### src/rtl/tbw_pkg.sv
package tbw_pkg;
    localparam int OP_BITS   = 3;
    localparam int RATE_BITS = 3;

    typedef enum logic [OP_BITS-1:0] {
        OP_NOP     = 3'd0,
        OP_WDT_DIS = 3'd1,
        OP_WDT_EN  = 3'd2,
        OP_WDT_CLR = 3'd3,
        OP_TB_CLR  = 3'd4,
        OP_RATE    = 3'd5,
        OP_IRQ_TB  = 3'd6,
        OP_IRQ_OFF = 3'd7
    } op_e;

    typedef enum logic [1:0] {
        IRQ_SRC_OFF = 2'd0,
        IRQ_SRC_TB  = 2'd1,
        IRQ_SRC_WDT = 2'd2
    } irq_src_e;
endpackage

### src/rtl/tbw_prescaler.sv
module tbw_prescaler #(
    parameter int PRE_BITS = 3
) (
    input  logic clk,
    input  logic rst_n,
    input  logic tick_en,
    input  logic fast,
    input  logic clr,
    output logic base_tick
);
    typedef struct packed {
        logic [PRE_BITS-1:0] cnt;
    } pre_s;

    pre_s s_d, s_q;

    always_comb begin
        s_d       = s_q;
        base_tick = 1'b0;
        if (clr) begin
            s_d.cnt = '0;
        end else if (tick_en) begin
            if (fast) begin
                s_d.cnt   = s_q.cnt + 1'b1;
                base_tick = (s_q.cnt == {PRE_BITS{1'b1}});
            end else begin
                base_tick = 1'b1;
            end
        end
    end

    always_ff @(posedge clk or negedge rst_n) begin
        if (!rst_n) s_q <= '0;
        else        s_q <= s_d;
    end

    // a divided base tick can never be followed at once by another
    p_pre_gap_r3: assert property (@(posedge clk) disable iff (!rst_n)
        (fast && base_tick) |=> (!base_tick || !fast));
endmodule

### src/rtl/tbw_base_counter.sv
module tbw_base_counter #(
    parameter int CNT_BITS  = 8,
    parameter int RATE_BITS = 3
) (
    input  logic                 clk,
    input  logic                 rst_n,
    input  logic                 base_tick,
    input  logic                 clr,
    input  logic [RATE_BITS-1:0] rate,
    output logic                 evt
);
    localparam logic [CNT_BITS-1:0] ONE = {{(CNT_BITS-1){1'b0}}, 1'b1};

    typedef struct packed {
        logic [CNT_BITS-1:0] cnt;
    } cnt_s;

    cnt_s s_d, s_q;
    logic [CNT_BITS-1:0] mask;

    always_comb begin
        mask = (ONE << rate) - ONE;
        s_d  = s_q;
        evt  = 1'b0;
        if (clr) begin
            s_d.cnt = '0;
        end else if (base_tick) begin
            s_d.cnt = s_q.cnt + ONE;
            evt     = ((s_q.cnt & mask) == mask);
        end
    end

    always_ff @(posedge clk or negedge rst_n) begin
        if (!rst_n) s_q <= '0;
        else        s_q <= s_d;
    end

    // without a base tick the shared count never moves
    p_hold_r12: assert property (@(posedge clk) disable iff (!rst_n)
        (!base_tick && !clr) |=> $stable(s_q.cnt));

    // a clear leaves the count at zero
    p_clr_r7: assert property (@(posedge clk) disable iff (!rst_n)
        clr |=> (s_q.cnt == '0));
endmodule

### src/rtl/tbw_watchdog.sv
module tbw_watchdog #(
    parameter int WDT_BITS = 2
) (
    input  logic clk,
    input  logic rst_n,
    input  logic evt,
    input  logic clr,
    output logic flag
);
    typedef struct packed {
        logic [WDT_BITS-1:0] cnt;
        logic                flag;
    } wdt_s;

    wdt_s s_d, s_q;

    always_comb begin
        s_d = s_q;
        if (clr) begin
            s_d = '0;
        end else if (evt) begin
            s_d.cnt = s_q.cnt + 1'b1;
            if (s_q.cnt == {WDT_BITS{1'b1}}) s_d.flag = 1'b1;
        end
    end

    always_ff @(posedge clk or negedge rst_n) begin
        if (!rst_n) s_q <= '0;
        else        s_q <= s_d;
    end

    assign flag = s_q.flag;

    // the time-out flag is sticky
    p_sticky_r5: assert property (@(posedge clk) disable iff (!rst_n)
        (s_q.flag && !clr) |=> s_q.flag);

    // the flag rises only right after a time-base event
    p_cause_r5: assert property (@(posedge clk) disable iff (!rst_n)
        $rose(s_q.flag) |-> $past(evt));

    // a watchdog clear empties the counter and the flag
    p_clr_r6: assert property (@(posedge clk) disable iff (!rst_n)
        clr |=> (!s_q.flag && s_q.cnt == '0));
endmodule

### src/rtl/tbase_wdog.sv
module tbase_wdog
    import tbw_pkg::*;
#(
    parameter int PRE_BITS = 3,
    parameter int CNT_BITS = 8,
    parameter int WDT_BITS = 2
) (
    input  logic                 clk,
    input  logic                 rst_n,
    input  logic                 sys_en,
    input  logic                 src_fast,
    input  logic                 tick_in,
    input  logic                 cmd_valid,
    input  logic [OP_BITS-1:0]   cmd_op,
    input  logic [RATE_BITS-1:0] cmd_arg,
    output logic                 tb_tick,
    output logic                 wdt_flag,
    output logic                 irq_n
);
    typedef struct packed {
        logic                 run;
        irq_src_e             sel;
        logic [RATE_BITS-1:0] rate;
        logic                 pulse;
        logic                 tbt;
    } top_s;

    top_s s_d, s_q;

    logic tick_en, base_tick, evt, tb_clr, wdt_clr, flag;

    assign tick_en = tick_in && sys_en && s_q.run;
    assign tb_clr  = cmd_valid && (cmd_op == OP_TB_CLR);
    assign wdt_clr = cmd_valid && (cmd_op == OP_WDT_CLR);

    tbw_prescaler #(.PRE_BITS(PRE_BITS)) u_pre (
        .clk(clk), .rst_n(rst_n), .tick_en(tick_en), .fast(src_fast),
        .clr(tb_clr), .base_tick(base_tick)
    );

    tbw_base_counter #(.CNT_BITS(CNT_BITS), .RATE_BITS(RATE_BITS)) u_cnt (
        .clk(clk), .rst_n(rst_n), .base_tick(base_tick), .clr(tb_clr),
        .rate(s_q.rate), .evt(evt)
    );

    tbw_watchdog #(.WDT_BITS(WDT_BITS)) u_wdt (
        .clk(clk), .rst_n(rst_n), .evt(evt), .clr(wdt_clr), .flag(flag)
    );

    always_comb begin
        s_d     = s_q;
        s_d.tbt = evt;
        if (evt)            s_d.pulse = 1'b1;
        else if (base_tick) s_d.pulse = 1'b0;
        if (cmd_valid) begin
            case (op_e'(cmd_op))
                OP_WDT_DIS: s_d.run = 1'b0;
                OP_WDT_EN: begin
                    s_d.run = 1'b1;
                    s_d.sel = IRQ_SRC_WDT;
                end
                OP_RATE:    s_d.rate = cmd_arg;
                OP_IRQ_TB:  s_d.sel = IRQ_SRC_TB;
                OP_IRQ_OFF: s_d.sel = IRQ_SRC_OFF;
                default: ;
            endcase
        end
    end

    always_ff @(posedge clk or negedge rst_n) begin
        if (!rst_n) begin
            s_q <= '{run: 1'b0, sel: IRQ_SRC_OFF, rate: '0, pulse: 1'b0, tbt: 1'b0};
        end else begin
            s_q <= s_d;
        end
    end

    assign tb_tick  = s_q.tbt;
    assign wdt_flag = flag;
    always_comb begin
        case (s_q.sel)
            IRQ_SRC_TB:  irq_n = !s_q.pulse;
            IRQ_SRC_WDT: irq_n = !flag;
            default:     irq_n = 1'b1;
        endcase
    end

    // two cycles after a stop command no event is reported
    p_stop_r8: assert property (@(posedge clk) disable iff (!rst_n)
        (cmd_valid && cmd_op == OP_WDT_DIS) |=> ##1 !tb_tick);

    // after a start the flag drives the interrupt
    p_route_r9: assert property (@(posedge clk) disable iff (!rst_n)
        (cmd_valid && cmd_op == OP_WDT_EN) |=> (!wdt_flag || !irq_n));

    // a time-base event is seen on the interrupt when it is routed there
    p_tbirq_r10: assert property (@(posedge clk) disable iff (!rst_n)
        (s_q.sel == IRQ_SRC_TB && tb_tick) |-> !irq_n);

    // interrupt off keeps the line high
    p_off_r11: assert property (@(posedge clk) disable iff (!rst_n)
        (cmd_valid && cmd_op == OP_IRQ_OFF) |=> irq_n);

    // a low system enable suppresses events
    p_frozen_r12: assert property (@(posedge clk) disable iff (!rst_n)
        !sys_en |=> !tb_tick);
endmodule

### config.mk
export PLATFORM = sky130hd
export DESIGN_NAME = tbase_wdog
export DESIGN_NICKNAME = d
export VERILOG_FILES = /design/src/rtl/tbw_pkg.sv /design/src/rtl/tbw_prescaler.sv /design/src/rtl/tbw_base_counter.sv /design/src/rtl/tbw_watchdog.sv /design/src/rtl/tbase_wdog.sv
export SDC_FILE = /design/constraint.sdc
export NUM_CORES = 1
export LEC_CHECK = 0
export ABC_AREA = 1
export BUFFER_PORTS_ARGS = -buffer_cell sky130_fd_sc_hd__buf_2
export CORE_MARGIN = 5
export CORE_UTILIZATION = 55
export DETAILED_ROUTE_END_ITERATION = 8
export PLACE_DENSITY = 0.78
export SKIP_CTS_REPAIR_TIMING = 1
export SLEW_MARGIN = 20
export SYNTH_ARGS = -nofsm -noshare
export SYNTH_HDL_FRONTEND = slang
export SYNTH_SLANG_ARGS = --single-unit
export TNS_END_PERCENT = 5
### constraint.sdc
create_clock -name clk -period 1.5 [get_ports clk]
set_input_delay 0.225 -clock clk [delete_from_list [all_inputs] [get_ports clk]]
set_output_delay 0.225 -clock clk [all_outputs]
set_load 0.01 [all_outputs]
==> flow_metrics.tcl, run 1 <==
set metrics [dict create \
    crit_fanout 2 \
    final_common_cell "nand2_1" \
    vdd_drop_max_v 0.0009092 \
    drtIter0Drc 10 \
    cts_sinks 21 \
    period_needed_ns 1.623 \
    htreeDepth 1 \
    start_kind "register" \
    start_util_pct 56.96 \
    endpoint_kind "output pin" \
    seq_area_frac_synth_pct 47.51 \
    placed_area_mm2 0.001210 \
    fmax_mhz 616.0 \
    diodes 0 \
    arrival_ns 1.40 \
    drv_slew 0 \
    first_pass_iters 4 \
    cts_buffers 3 \
    synth_area_mm2 0.001106 \
    worst_r2r_path_depth 9 \
    die_w_um 54.85 \
    portBuffers 14 \
    setup_violations 1 \
    core_mm2 0.001942 \
    power_density_mw_per_mm2 1074 \
    wl_um 1960 \
    grt_pass1_vias 819 \
    dr_total_vias 829 \
    path_class "register to output pin" \
    slew_headroom_pct 69.87 \
    row_count 16 \
    tightest_slew_ns 0.4519 \
    fin_crit_sh_pct 108.2 \
    hold_class "input port to register" \
    final_cell_area_mm2 0.001276 \
    die-area_mm2 0.003008 \
    regToRegEndpoint "u_wdt.s_q[1]" \
    gr-total-overflow 0 \
    ys_ff_latch 21 \
    rsz0062_at_grt "true" \
    clk_latency_ns 0.31 \
    ys_warn_count 0 \
    avgSynthCellArea_um2 8.848 \
    synth.distinct_cells 20 \
    whs_endpoint "s_q[3]" \
    hold_viol_final 0 \
    min_from "cmd_arg[1]" \
    violations "setup timing" \
    die_y_um 54.85 \
    detail-route-antenna-nets 0 \
    gp_congestion 0.7624 \
    dp_hpwl_um 1514 \
    outcome "finished, violations left" \
    final_util_pct 65.72 \
    maxCapViolCount 0 \
    p_leak_nw 0.6591 \
    cts_tree "built" \
    grt_pass1_wl_um 3381 \
    syn_nets 143 \
    route.detailed.drc 0 \
    synth_cells 125 \
    via_per_inst 4.820 \
    r2r_start "u_pre.s_q[0]" \
    final_cell_mix "22 x nand2_1, 21 x dfrtp_1, 16 x inv_1" \
    hold_path_depth 2 \
    grt_max_degree 22 \
    grt_use_total_pct 15.82 \
    wire_per_inst_um 11.40 \
    fin_nets 164 \
    r2r_slack_ns 0.08 \
    setup_ws_ns -0.1233 \
    drive_above_1_share_pct 26.90 \
    antenna_found_initial 0 \
    cts_buffer_depth 2 \
    io_pins 15 \
    root_buffer "clkbuf_4" \
    area_growth_pct 15.38 \
    fin_worst_skew_ns 0.006784 \
    path_clk_slew_ns 0.12 \
    crit_required_ns 1.27 \
]
worst max-delay path by stage:
| stage | startpoint | slack (ns) | endpoint | depth (start not counted) |
|---|---|---|---|---|
| after floorplan | u_pre.s_q[0] | 0.08 | u_cnt.s_q[6] | 8 |
| after global placement | u_pre.s_q[0] | 0.04 | u_cnt.s_q[6] | 8 |
| after detailed placement | u_pre.s_q[0] | 0.001 | u_cnt.s_q[6] | 8 |
| after global routing | s_q[6] | -0.21 | irq_n | 4 |
| final | s_q[6] | -0.12 | irq_n | 3 |
| after CTS | s_q[5] | -0.18 | irq_n | 4 |
logic make-up (layout without fill, tap and decap cells):
kind of cell / count (synthesis) / count (layout) / share of synthesized area [%]
buf+inv: 19 / 39 / 6.447
fa+ha+maj: 6 / 6 / 6.787
mux: 3 / 3 / 3.054
compound gates: 21 / 21 / 10.97
simple gates: 54 / 54 / 24.43
xor+xnor: 1 / 1 / 0.7920
flops: 21 / 21 / 47.51
stage by stage:
stage / power, mW / instances / TNS (ns) / hold WS (ns) / worst slack, ns
final: 1.370 / 172 / -0.1233 / 0.1331 / -0.1233
after global routing: 1.491 / 172 / -0.3663 / 0.1134 / -0.2058
after CTS: 1.370 / 170 / -0.2351 / -0.1549 / -0.1817
after detailed placement: 1.093 / 166 / 0 / 0.2068 / 0.001243
after global placement: 1.078 / 166 / 0 / 0.1977 / 0.04066
after floorplan: 0.9911 / 125 / 0 / -0.07059 / 0.07882
metal layers:
| layer | vias to the layer above | track usage (%) | part of all wire, % |
|---|---|---|---|
| met2 | 9 | 25.00 | 48 |
| met1 | 370 | 19.73 | 47 |
| met5 | - | 0 | 0 |
| met4 | 0 | 6.224 | 1.5 |
| met3 | 2 | 5.177 | 4.3 |
| li1 | 448 | - | - |
report_power, final:
group / leakage, nW / internal (mW) / switching [mW] / total, mW
sequential: 0.275 / 0.682 / 0.0888 / 0.770
clock: 0.0177 / 0.0999 / 0.174 / 0.274
combinational: 0.366 / 0.149 / 0.178 / 0.326
cell usage after synthesis, drive strengths merged:
cell type | number | area, um2
a21oi | 8 | 47.55
a221o | 1 | 10.01
a22o | 1 | 8.760
dfrtp | 21 | 525.5
ha | 6 | 75.07
inv | 19 | 71.31
mux2 | 3 | 33.78
nand2 | 26 | 117.6
nand3 | 9 | 55.05
nand4 | 3 | 18.77
nor2 | 13 | 63.81
nor3 | 3 | 15.01
o21ai | 11 | 55.05
xor2 | 1 | 8.760
sequential cells by signal, summed over array words and instances, names as in the netlist:
register,flops
u_pre.s_q,3
u_cnt.s_q,7
u_wdt.s_q,2
s_q,7
tb_tick,1
u_wdt.flag,1
cell type report:
| class | instances | area, um2 |
|---|---|---|
| fillers | 166 | 665.6 |
| well taps | 27 | 33.78 |
| flip-flops and latches | 21 | 525.5 |
| inverters | 19 | 71.32 |
| multi-input cells | 85 | 530.5 |
| repair buffers | 16 | 87.58 |
| clock buffers | 3 | 22.52 |
| clock inverters | 1 | 5.005 |
worst max-delay path, stage by stage (launching register included):
cell     delay [ns]
dfrtp_1        0.44
ha_4           0.17
a221o_1        0.34
buf_2          0.14
Note: power is estimated with default switching activity, not from simulation.
==> inputs of run 2 (changes only) <==
Settings changed: BUFFER_PORTS_ARGS -buffer_cell sky130_fd_sc_hd__buf_2 to default, CAP_MARGIN from default to 20, CORE_UTILIZATION 55 to 60, DONT_BUFFER_PORTS from default to 1, PLACE_DENSITY 0.78 to 0.77.
==> flow_metrics.tcl, run 2 (same netlist as run 1, synthesis figures left out) <==
set metrics [dict create \
    row_count 15 \
    root_buffer "clkbuf_4" \
    fin_cells 156 \
    min_from "cmd_arg[0]" \
    period_needed_ns 1.517 \
    combinationalPowerShare_pct 24.9 \
    gr-total-overflow 0 \
    r2r_slack_ns 0.04 \
    dp.cells 150 \
    fin_crit_sh_pct 101.1 \
    maxCapViolCount 0 \
    drive_above_1_share_pct 16.79 \
    p_leak_nw 0.6002 \
    r2r_start "u_pre.s_q[0]" \
    whs_endpoint "s_q[2]" \
    crit_fanout 2 \
    violations "setup timing" \
    via_per_inst 5.314 \
    cp.depth 2 \
    seqPwrFrac_pct 56.2 \
    tightest_slew_ns 0.9076 \
    detail-route-antenna-nets 0 \
    start_util_pct 63.37 \
    fillers 151 \
    dp_hpwl_um 1600 \
    first_pass_iters 4 \
    multi_input_area_um2 526.8 \
    cts_sinks 21 \
    route.detailed.drc 0 \
    start_kind "register" \
    netSwitchingPower_mw 0.4451 \
    drtIter0Drc 14 \
    io_pins 15 \
    power_density_mw_per_mm2 1151 \
    core_mm2 0.001745 \
    final_cell_mix "22 x nand2_1, 21 x dfrtp_1, 18 x inv_1" \
    hold_class "input port to register" \
    die_w_um 52.94 \
    register_area_um2 525.5 \
    dr_total_vias 829 \
    area_growth_pct 8.484 \
    worst_r2r_path_depth 9 \
    fmax_mhz 659.1 \
    wl_um 2035 \
    clk_latency_ns 0.29 \
    slew_headroom_pct 39.29 \
    arrival_ns 1.29 \
    cp_top_family "flip-flops" \
    die_y_um 52.94 \
    internal_power_mw 0.9366 \
    fin_worst_skew_ns 0.002567 \
    vdd_drop_max_v 0.0007246 \
    wire_per_inst_um 13.04 \
    endpoint_kind "output pin" \
    path_clk_slew_ns 0.11 \
    setup_ws_ns -0.01724 \
    gp_congestion 0.8147 \
    diodes 0 \
    switching_share_pct 32.22 \
    cts_buffers 3 \
    drv_slew 0 \
    grt_pass1_vias 876 \
    worst-path-buf-inv 0 \
    grt_pass1_wl_um 3477 \
    max_stage_delay_ns 0.40 \
    hold_path_depth 1 \
    regToRegEndpoint "u_wdt.s_q[2]" \
    crit_chain "ha_1 -> a221o_1" \
    antenna_found_initial 0 \
    power.total_mw 1.382 \
    die-area_mm2 0.002802 \
    cts_tree "built" \
    crit_required_ns 1.27 \
    final_common_cell "nand2_1" \
    htreeDepth 1 \
    pwr-share-clk_pct 18.9 \
    cts_buffer_depth 2 \
    top_regs "s_q (7), u_cnt.s_q (7), u_pre.s_q (3)" \
    grt_use_total_pct 16.98 \
    portBuffers 0 \
    grt_max_degree 22 \
    path_class "register to output pin" \
    fin_nets 150 \
    outcome "finished, violations left" \
    hold_viol_final 0 \
    rsz0062_at_grt "true" \
    setup_violations 1 \
    cp_slowest_cell "dfrtp_1" \
]
-- run 2: cell count changes in the layout (fill, tap and decap cells not counted), sizes merged --
cell / change
buf: -14
-- run 2: through the flow --
stage | hold slack (ns) | instance area [um2] | util [%] | setup WS, ns | setup TNS, ns
2_1_floorplan | -0.07059 | 1106 | - | 0.07882 | 0
3_3_place_gp | -0.07006 | 1137 | 65.16 | 0.03902 | 0
3_5_place_dp | -0.07009 | 1137 | 65.16 | -0.04381 | -0.04847
4_1_cts | -0.4050 | 1165 | 66.74 | -0.06534 | -0.2330
5_1_grt | 0.05083 | 1200 | 68.75 | -0.08214 | -0.1970
6_report | 0.07319 | 1200 | 68.75 | -0.01724 | -0.01724
-- run 2: layout make-up --
type                    count  share of cell area, %
multi-input cells          85                  43.90
flip-flops and latches     21                  43.80
inverters                  19                  5.944
well taps                  25                  2.607
clock buffers               3                  1.877
repair buffers              2                  1.460
clock inverters             1                 0.4171
-- run 2: worst max path at each step --
| stage | from | endpoint | slack [ns] |
|---|---|---|---|
| 6_report | s_q[6] | irq_n | -0.02 |
| 4_1_cts | u_pre.s_q[0] | u_cnt.s_q[6] | -0.07 |
| 3_3_place_gp | u_pre.s_q[0] | u_cnt.s_q[6] | 0.04 |
| 5_1_grt | s_q[6] | irq_n | -0.08 |
| 2_1_floorplan | u_pre.s_q[0] | u_cnt.s_q[6] | 0.08 |
| 3_5_place_dp | u_pre.s_q[0] | u_cnt.s_q[6] | -0.04 |
-- run 2: power by group through the flow --
stage | logic, mW | registers, mW | clock network, mW
floorplan | 0.232 | 0.759 | 0
global placement | 0.266 | 0.776 | 0
detailed placement | 0.293 | 0.788 | 0
CTS | 0.294 | 0.775 | 0.276
global route | 0.407 | 0.795 | 0.301
finish | 0.344 | 0.777 | 0.261
-- run 2: routing by layer --
layer	global-route usage (%)	share of wire, %
met5	0	0
met3	3.099	3.5
met2	30.37	52
met4	6.383	0.69
met1	19.93	44
-- run 2: worst register-to-register path: cells and delay by family, from the launching register on --
kind	cells	cell delay (ns)
DFF	1	0.40
and+or+nand+nor	7	0.63
adders and majority gates	2	0.34
==> inputs of run 3 (changes only) <==
Settings changed: ABC_CLOCK_PERIOD_IN_PS from default to 1500, CORE_MARGIN 5 to 3.
==> flow_metrics.tcl, run 3 (same netlist as run 1, synthesis figures left out) <==
set metrics [dict create \
    cp_slowest_cell "dfrtp_1" \
    grt_use_total_pct 18.96 \
    core_mm2 0.001612 \
    row_count 14 \
    gp_congestion 0.8696 \
    fin_worst_skew_ns 0.01273 \
    grt_pass1_wl_um 3525 \
    p_leak_nw 0.6083 \
    fin_nets 150 \
    wire_per_inst_um 12.66 \
    switching_share_pct 32.52 \
    start_util_pct 68.63 \
    violations "setup timing" \
    cts_sinks 21 \
    pwr-share-clk_pct 19.6 \
    first_pass_iters 4 \
    dp_hpwl_um 1503 \
    crit_chain "ha_4 -> a221o_1" \
    combinationalPowerShare_pct 24.6 \
    power_density_mw_per_mm2 1131 \
    drv_slew 0 \
    period_needed_ns 1.529 \
    final_cell_mix "21 x nand2_1, 21 x dfrtp_1, 16 x inv_1" \
    final_cell_area_mm2 0.001235 \
    crit_fanout 2 \
    register_area_um2 525.5 \
    hold_ws_ns 0.05191 \
    final.setup.tns_ns -0.02890 \
    drtIter0Drc 10 \
    die-area_mm2 0.002395 \
    path_clk_slew_ns 0.12 \
    wl_um 1962 \
    tightest_slew_ns 0.9282 \
    pre_cts_ws_ns -0.05774 \
    portBuffers 0 \
    netSwitchingPower_mw 0.4541 \
    setup_ws_ns -0.02890 \
    htreeDepth 1 \
    fmax_mhz 654.1 \
    clk_latency_ns 0.31 \
    hold_viol_final 0 \
    diodes 0 \
    dr_total_vias 860 \
    die_w_um 48.94 \
    maxCapViolCount 0 \
    cts_tree "built" \
    via_per_inst 5.548 \
    path_class "register to output pin" \
    setup_violations 1 \
    internal_power_mw 0.9424 \
    root_buffer "clkbuf_4" \
    max_stage_delay_ns 0.44 \
    area_growth_pct 11.65 \
    fin_crit_sh_pct 101.9 \
    cts_buffer_depth 2 \
    hold_class "input port to register" \
    detail-route-antenna-nets 0 \
    start_kind "register" \
    grt_pass1_vias 864 \
    antenna_found_initial 0 \
    seqPwrFrac_pct 55.7 \
    arrival_ns 1.30 \
    outcome "finished, violations left" \
    gr-total-overflow 0 \
    drive_above_1_share_pct 22.90 \
    route.detailed.drc 0 \
    placed_area_mm2 0.001136 \
    cts_buffers 3 \
    multi_input_area_um2 563.0 \
    top_regs "s_q (7), u_cnt.s_q (7), u_pre.s_q (3)" \
    rsz0062_at_grt "true" \
    vdd_drop_max_v 0.0008950 \
    io_pins 15 \
    crit_required_ns 1.27 \
    endpoint_kind "output pin" \
    grt_max_degree 22 \
    slew_headroom_pct 37.91 \
    fillers 120 \
    die_y_um 48.94 \
]
run 3: cell type report:
| class | count | share of cell area [%] |
|---|---|---|
| repair buffers | 2 | 1.418 |
| clock inverters | 1 | 0.4053 |
| inverters | 19 | 5.775 |
| clock buffers | 3 | 1.824 |
| flip-flops and latches | 21 | 42.55 |
| multi-input cells | 85 | 45.59 |
| well taps | 24 | 2.432 |
run 3: stage by stage:
stage | cells | utilization (%) | total power, mW
floorplan | 125 | - | 0.9911
global placement | 149 | 70.50 | 1.044
detailed placement | 149 | 70.50 | 1.058
CTS | 153 | 72.21 | 1.333
global route | 155 | 76.63 | 1.522
finish | 155 | 76.63 | 1.397
run 3: power groups by stage:
stage	clock network, mW	registers, mW	logic [mW]
6_report	0.274	0.778	0.344
5_1_grt	0.310	0.800	0.412
4_1_cts	0.284	0.769	0.280
3_5_place_dp	0	0.781	0.278
3_3_place_gp	0	0.776	0.268
2_1_floorplan	0	0.759	0.232
run 3: worst paths after layout:
| path | from | to | slack, ns | depth (start not counted) |
|---|---|---|---|---|
| min in group asynchronous | rst_n | u_cnt.s_q[6] | 0.48 | 1 |
| max in group asynchronous | rst_n | u_cnt.s_q[2] | 0.44 | 1 |
| min | cmd_arg[1] | s_q[3] | 0.05 | 1 |
| max | s_q[6] | irq_n | -0.03 | 2 |
| max reg2reg | u_pre.s_q[0] | u_wdt.s_q[2] | 0.01 | 9 |
| min reg2reg | u_pre.s_q[0] | u_pre.s_q[0] | 0.50 | 1 |
run 3: worst max-delay path: cells and delay by family (launching register included):
kind | cells | cell delay, ns
flops | 1 | 0.44
compound gates | 1 | 0.39
fa+ha+maj | 1 | 0.17
run 3: per-layer routing:
metal / up-vias / track usage, % / part of all wire, %
met4: 0 / 9.953 / 1.6
met3: 4 / 4.893 / 2.9
met5: - / 0 / 0
li1: 424 / - / -
met2: 13 / 32.58 / 50
met1: 419 / 21.44 / 46
